### src/rtl/enroll_pwr_seq_pkg.sv
package enroll_pwr_seq_pkg;

    typedef enum logic [2:0] {
        ST_IDLE,
        ST_PWR_OFF_WAIT,
        ST_PWR_ON_SETTLE,
        ST_READ_ARRAY,
        ST_NEXT_ROUND,
        ST_DONE
    } seq_state_t;

    localparam logic [1:0] BAND_COLD = 2'b00;
    localparam logic [1:0] BAND_ROOM = 2'b01;
    localparam logic [1:0] BAND_HOT  = 2'b10;

    function automatic int unsigned imax(input int unsigned a, input int unsigned b);
        return (a > b) ? a : b;
    endfunction

endpackage

### src/rtl/pcyc_tick_timer.sv
module pcyc_tick_timer #(
    parameter int TICK_DIV = 2,
    parameter int CNT_W    = 8
) (
    input  logic             clk,
    input  logic             rst_n,
    input  logic             load,
    input  logic [CNT_W-1:0] load_ticks,
    output logic             expire
);
    localparam int PRE_W = (TICK_DIV > 1) ? $clog2(TICK_DIV) : 1;
    localparam logic [PRE_W-1:0] PRE_MAX = PRE_W'(TICK_DIV - 1);

    logic [PRE_W-1:0] pre_cnt;
    logic [CNT_W-1:0] tick_cnt;

    always_ff @(posedge clk or negedge rst_n) begin
        if (!rst_n) begin
            pre_cnt  <= '0;
            tick_cnt <= '0;
        end else if (load) begin
            pre_cnt  <= PRE_MAX;
            tick_cnt <= load_ticks;
        end else if (tick_cnt != '0) begin
            if (pre_cnt == '0) begin
                pre_cnt  <= PRE_MAX;
                tick_cnt <= tick_cnt - 1'b1;
            end else begin
                pre_cnt <= pre_cnt - 1'b1;
            end
        end
    end

    assign expire = (tick_cnt == CNT_W'(1)) && (pre_cnt == '0);

endmodule

### src/rtl/pcyc_addr_walker.sv
module pcyc_addr_walker #(
    parameter int ADDR_W = 16
) (
    input  logic              clk,
    input  logic              rst_n,
    input  logic              clear,
    input  logic              step,
    output logic [ADDR_W-1:0] addr,
    output logic              last
);
    always_ff @(posedge clk or negedge rst_n) begin
        if (!rst_n) begin
            addr <= '0;
        end else if (clear) begin
            addr <= '0;
        end else if (step) begin
            addr <= addr + 1'b1;
        end
    end

    assign last = (addr == {ADDR_W{1'b1}});

endmodule

### src/rtl/pcyc_round_ctr.sv
module pcyc_round_ctr #(
    parameter int ROUNDS  = 1000,
    parameter int ROUND_W = 10
) (
    input  logic               clk,
    input  logic               rst_n,
    input  logic               clear,
    input  logic               inc,
    output logic [ROUND_W-1:0] round,
    output logic               last_round
);
    always_ff @(posedge clk or negedge rst_n) begin
        if (!rst_n) begin
            round <= '0;
        end else if (clear) begin
            round <= '0;
        end else if (inc) begin
            round <= round + 1'b1;
        end
    end

    assign last_round = (round == ROUND_W'(ROUNDS - 1));

endmodule

### src/rtl/enroll_pwr_seq.sv
module enroll_pwr_seq
    import enroll_pwr_seq_pkg::*;
#(
    parameter int CLK_HZ     = 125_000_000,
    parameter int TICK_HZ    = 1000,
    parameter int DELAY_DIV  = 1,
    parameter int COLD_MS    = 21000,
    parameter int ROOM_MS    = 3000,
    parameter int HOT_MS     = 1000,
    parameter int MIN_OFF_MS = 500,
    parameter int SETTLE_MS  = 1,
    parameter int ADDR_W     = 16,
    parameter int DATA_W     = 16,
    parameter int ROUNDS     = 1000,
    localparam int ROUND_W   = (ROUNDS > 1) ? $clog2(ROUNDS) : 1
) (
    input  logic               clk,
    input  logic               rst_n,
    input  logic               start,
    input  logic [1:0]         temp_band,
    output logic               pwr_en,
    output logic [ADDR_W-1:0]  arr_addr,
    input  logic [DATA_W-1:0]  mem_rdata,
    output logic               word_valid,
    input  logic               word_ready,
    output logic [DATA_W-1:0]  word_data,
    output logic [ROUND_W-1:0] word_round,
    output logic               done
);
    localparam int RAW_DIV     = CLK_HZ / TICK_HZ / DELAY_DIV;
    localparam int TICK_DIV    = (RAW_DIV > 0) ? RAW_DIV : 1;
    localparam int EFF_MIN     = int'(imax(MIN_OFF_MS, 1));
    localparam int EFF_COLD    = int'(imax(COLD_MS, EFF_MIN));
    localparam int EFF_ROOM    = int'(imax(ROOM_MS, EFF_MIN));
    localparam int EFF_HOT     = int'(imax(HOT_MS, EFF_MIN));
    localparam int EFF_SETTLE  = int'(imax(SETTLE_MS, 1));
    localparam int MAX_TICKS   = int'(imax(imax(EFF_COLD, EFF_ROOM), imax(EFF_HOT, EFF_SETTLE)));
    localparam int CNT_W       = $clog2(MAX_TICKS + 1);
    localparam int MIN_LOW_CYC = EFF_MIN * TICK_DIV;

    seq_state_t state_q, state_d;

    logic              tmr_load, tmr_expire;
    logic [CNT_W-1:0]  tmr_ticks, off_ticks;
    logic              addr_clear, addr_step, addr_last;
    logic              rnd_clear, rnd_inc, rnd_last;
    logic [ROUND_W-1:0] rnd_idx;

    // Band to discharge delay, floor already applied
    always_comb begin
        unique case (temp_band)
            BAND_ROOM: off_ticks = CNT_W'(EFF_ROOM);
            BAND_HOT:  off_ticks = CNT_W'(EFF_HOT);
            default:   off_ticks = CNT_W'(EFF_COLD);
        endcase
    end

    pcyc_tick_timer #(.TICK_DIV(TICK_DIV), .CNT_W(CNT_W)) u_timer (
        .clk(clk), .rst_n(rst_n), .load(tmr_load),
        .load_ticks(tmr_ticks), .expire(tmr_expire)
    );

    pcyc_addr_walker #(.ADDR_W(ADDR_W)) u_addr (
        .clk(clk), .rst_n(rst_n), .clear(addr_clear), .step(addr_step),
        .addr(arr_addr), .last(addr_last)
    );

    pcyc_round_ctr #(.ROUNDS(ROUNDS), .ROUND_W(ROUND_W)) u_round (
        .clk(clk), .rst_n(rst_n), .clear(rnd_clear), .inc(rnd_inc),
        .round(rnd_idx), .last_round(rnd_last)
    );

    // State register
    always_ff @(posedge clk or negedge rst_n) begin
        if (!rst_n) state_q <= ST_IDLE;
        else        state_q <= state_d;
    end

    // Next state
    always_comb begin
        state_d = state_q;
        unique case (state_q)
            ST_IDLE:          if (start) state_d = ST_PWR_OFF_WAIT;
            ST_PWR_OFF_WAIT:  if (tmr_expire) state_d = ST_PWR_ON_SETTLE;
            ST_PWR_ON_SETTLE: if (tmr_expire) state_d = ST_READ_ARRAY;
            ST_READ_ARRAY:    if (word_ready && addr_last) state_d = ST_NEXT_ROUND;
            ST_NEXT_ROUND:    state_d = rnd_last ? ST_DONE : ST_PWR_OFF_WAIT;
            ST_DONE:          if (start) state_d = ST_PWR_OFF_WAIT;
            default:          state_d = ST_IDLE;
        endcase
    end

    // Outputs and datapath controls
    always_comb begin
        pwr_en     = 1'b0;
        word_valid = 1'b0;
        done       = 1'b0;
        tmr_load   = 1'b0;
        tmr_ticks  = off_ticks;
        addr_clear = 1'b0;
        addr_step  = 1'b0;
        rnd_clear  = 1'b0;
        rnd_inc    = 1'b0;
        unique case (state_q)
            ST_IDLE: begin
                tmr_load  = start;
                rnd_clear = start;
            end
            ST_PWR_OFF_WAIT: begin
                tmr_load  = tmr_expire;
                tmr_ticks = CNT_W'(EFF_SETTLE);
            end
            ST_PWR_ON_SETTLE: begin
                pwr_en     = 1'b1;
                addr_clear = tmr_expire;
            end
            ST_READ_ARRAY: begin
                pwr_en     = 1'b1;
                word_valid = 1'b1;
                addr_step  = word_ready;
            end
            ST_NEXT_ROUND: begin
                tmr_load = !rnd_last;
                rnd_inc  = !rnd_last;
            end
            ST_DONE: begin
                done      = 1'b1;
                tmr_load  = start;
                rnd_clear = start;
            end
            default: ;
        endcase
    end

    assign word_data  = mem_rdata;
    assign word_round = rnd_idx;

endmodule

### config.mk
export PLATFORM = sky130hd
export DESIGN_NAME = enroll_pwr_seq
export DESIGN_NICKNAME = d
export VERILOG_FILES = /design/src/rtl/enroll_pwr_seq_pkg.sv /design/src/rtl/pcyc_tick_timer.sv /design/src/rtl/pcyc_addr_walker.sv /design/src/rtl/pcyc_round_ctr.sv /design/src/rtl/enroll_pwr_seq.sv
export SDC_FILE = /design/constraint.sdc
export NUM_CORES = 1
export LEC_CHECK = 0
export BUFFER_PORTS_ARGS = -buffer_cell sky130_fd_sc_hd__buf_4
export CORE_MARGIN = 1
export CORE_UTILIZATION = 26
export DETAILED_ROUTE_END_ITERATION = 10
export GPL_TIMING_DRIVEN = 1
export HOLD_SLACK_MARGIN = 0.03
export PLACE_DENSITY = 0.41
export SLEW_MARGIN = 25
export SYNTH_ARGS = -nofsm -noshare
export SYNTH_HDL_FRONTEND = slang
export SYNTH_SLANG_ARGS = --single-unit
### constraint.sdc
create_clock -name clk -period 2.3 [get_ports clk]
set_input_delay 0.115 -clock clk [delete_from_list [all_inputs] [get_ports clk]]
set_output_delay 0.115 -clock clk [all_outputs]
set_load 0.05 [all_outputs]
==> flow_metrics.py <==
metrics = {
    "yosys": {
        "yosysTopAreaCellShare_pct": 41.51,
        "synth_cells": 403,
        "synth-edff-count": 0,
        "synth_nets": 433,
        "syn_area_um2": 3677,
        "ys_ff_latch": 61,
        "synth_common_cells": "61 x dfrtp_1, 55 x nor2_1, 39 x nand2_1, 21 x a21oi_1",
        "yosysWarnings": 0,
        "yosysSeqAreaShare_pct": 41.51,
        "yosysMostFrequentCell": "dfrtp_1",
        "synth.largest_area_cell": "dfrtp_1",
        "ys.flop_type": "dfrtp_1",
        "async_reset_ff_share_pct": 100.0,
        "synth_area_leaders": "dfrtp_1 42%, nor2_1 5.6%, nand2_1 4.0%",
        "syn_avg_cell_area_um2": 9.125,
        "netlist-cell-type-count": 64,
    },
    "final_layout": {
        "final_nets": 486,
        "drive_above_1_share_pct": 24.57,
        "final_area_um2": 4548,
        "n_antenna_cell": 0,
        "synthToLayoutAreaGrowth_pct": 23.68,
    },
    "setup_path": {
        "critPathLaunchType": "flip-flop",
        "cp_max_fo": 6,
        "required_ns": 2.47,
        "critPathCaptureType": "flip-flop",
        "cp_cell_sequence": "inv_1, ha_1, nor4b_1, nand4_1, a21oi_4, and2_1, a22oi_1",
        "reg2reg_from": "u_timer.tick_cnt[1]",
        "slowest_delay_ns": 0.39,
        "crit_arrival_ns": 2.31,
        "crit_start": "u_timer.tick_cnt[1]",
        "critical_path_class": "flip-flop to flip-flop",
        "cp_slowest_cell": "dfrtp_1",
        "rrSetupSlack_ns": 0.15,
        "rr_endpoint": "u_timer.pre_cnt[1]",
        "rr_worst_depth": 7,
        "cp-endpoint": "u_timer.pre_cnt[1]",
    },
    "global_route": {
        "grt_max_degree": 62,
        "grtUsageTotal_pct": 13.67,
        "grt.met3_usage_pct": 3.148,
        "antenna_found_initial": 0,
        "grt_pass1_wl_mm": 15.70,
        "gr-usage-met1_pct": 18.47,
        "grtUsageMet2_pct": 21.32,
        "top_usage_layer": "met2",
        "grt-ovfl-total": 0,
        "first_global_vias": 3107,
    },
    "clock_tree": {
        "numCtsBuffers": 9,
        "cts_tree": "done",
        "htree_levels": 3,
        "clock_latency_ns": 0.32,
        "cts.clk_slew.worst_paths_ns": 0.05,
        "clock_sinks": 61,
        "root_buffer": "clkbuf_16",
        "cts_buffer_depth": 2,
    },
    "timing": {
        "fin_setup_tns_ns": 0,
        "grt_setup_unrepaired": "yes",
        "setup-violations-final": 0,
        "hold_viol_final": 0,
        "worst_slack_ns": 0.1544,
        "finalClockSkew_ns": 0.003648,
        "worst_pin_slew_ns": 0.8415,
        "drv_slew": 0,
        "timing.final.crit_share_pct": 93.29,
        "fmax_mhz": 466.1,
        "whs_ns": 0.1439,
        "period_minus_slack_ns": 2.146,
        "relSlewSlack_pct": 43.90,
    },
    "power_and_ir_drop": {
        "clockPowerShare_pct": 40.0,
        "p_int_mw": 2.214,
        "swShare_pct": 27.88,
        "pwr-share-seq_pct": 43.8,
        "p_comb_share_pct": 16.2,
        "switchingPower_mw": 0.8557,
        "peakVddDrop_uv": 387.3,
        "powerDensity_nw_per_um2": 675.0,
        "power.static_leakage_nw": 1.947,
    },
    "drt": {
        "routed_wl_mm": 9.215,
        "drt_iter0_drc": 124,
        "drc": 0,
        "vias": 3097,
        "firstDrtPassIters": 4,
        "postRouteAntennaNets": 0,
        "vias_per_cell": 4.839,
        "wire_per_inst_um": 14.40,
    },
    "floorplanning": {
        "coreArea_um2": 13830,
        "die-area_um2": 14620,
        "rows": 43,
        "die_h_um": 120.9,
        "chipWidth_um": 120.9,
        "initial_core_util_pct": 26.59,
        "ioPinCount": 67,
    },
    "min_path": {
        "holdCritPathClass": "primary input to flip-flop",
    },
    "status": {
        "status": "completed",
    },
    "placement": {
        "dp_hpwl_mm": 6.558,
        "io_buffer_count": 34,
        "postPlaceCellArea_um2": 4223,
        "dp_slack_ns": 0.02887,
        "gp_congestion": 0.8271,
    },
    "run": {
        "max_cap_viol_count": 0,
    },
}
-- worst max-delay path: cells and delay by family (launching register included) --
| kind | cells | cell delay, ns |
|---|---|---|
| simple gates | 3 | 0.92 |
| flops | 1 | 0.39 |
| compound gates | 2 | 0.39 |
| fa+ha+maj | 1 | 0.18 |
| buf+inv | 1 | 0.10 |
-- cell type report --
cell class	count	area, um2
fillers	1433	9279
clock inverters	2	10.01
multi-input cells	303	1949
clock buffers	13	260.3
flip-flops and latches	61	1530
inverters	10	37.54
well taps	180	225.2
repair buffers	71	535.5
-- worst min path at each step --
stage | end | startpoint | depth (start not counted)
floorplan | state_q[0] | rst_n | 0
global placement | word_data[10] | mem_rdata[10] | 0
detailed placement | word_data[10] | mem_rdata[10] | 0
CTS | state_q[2] | start | 4
global route | state_q[2] | start | 4
finish | state_q[2] | start | 4
-- sequential cells by signal (all words and copies together) (netlist names) --
register and count:
u_round.round 10, u_addr.addr 16, u_timer.tick_cnt 15, u_timer.pre_cnt 17, state_q 3
-- routing by layer --
| metal | part of all wire (%) | vias up |
|---|---|---|
| li1 | - | 1524 |
| met1 | 48 | 1510 |
| met2 | 47 | 51 |
| met3 | 3.4 | 12 |
| met4 | 1.3 | 0 |
| met5 | 0 | - |
-- power by group through the flow --
stage          Combinational [mW]  Clock (mW)  Sequential (mW)
3_3_place_gp                0.494           0             1.36
4_1_cts                     0.494        1.28             1.34
6_report                    0.497        1.23             1.34
2_1_floorplan               0.347           0             1.38
5_1_grt                     0.571        1.32             1.37
3_5_place_dp                0.491           0             1.36
-- timing repair --
| action | 4_1_cts | 5_1_grt |
|---|---|---|
| setup endpoints to repair | 0 | 24 |
| endpoints found under the hold margin | 61 | 0 |
| resized for setup | 0 | 10 |
| hold buffers | 1 | 0 |
| buffers inserted | 0 | 1 |
-- layout by cell type (no fill, tap or decap), types with 3 or more instances in the layout --
cell type / instances
dfrtp_2: 3
ha_1: 8
a31oi_1: 8
and3_1: 4
nor4_1: 6
buf_4: 70
nor3_1: 9
nor3b_1: 3
nand3_1: 13
and2_1: 6
nand4_1: 8
nor4_2: 4
o21ai_1: 7
dfrtp_1: 58
mux2i_1: 3
nand2b_1: 3
or3_1: 4
o21ai_0: 17
xnor2_1: 16
nand3b_1: 4
clkbuf_16: 9
inv_1: 10
xor2_1: 13
or4_1: 7
a21oi_1: 21
nor2_1: 54
nand2_1: 39
-- per-stage QoR --
step | utilization [%] | instances | power [mW]
2_1_floorplan | - | 403 | 1.726
3_3_place_gp | 30.54 | 623 | 1.851
3_5_place_dp | 30.54 | 623 | 1.847
4_1_cts | 32.57 | 639 | 3.111
5_1_grt | 32.89 | 640 | 3.256
6_report | 32.89 | 640 | 3.070
-- logic make-up after synthesis --
logic type | Yosys count | synth area share (%)
AOI/OAI and AO/OA | 73 | 12.76
xor gates and xnor gates | 29 | 6.907
adders and majority gates | 8 | 2.722
buffers and inverters | 39 | 6.465
DFF | 61 | 41.51
muxes | 4 | 1.123
and+or+nand+nor | 189 | 28.51
Power figures use the tool's default switching activity.
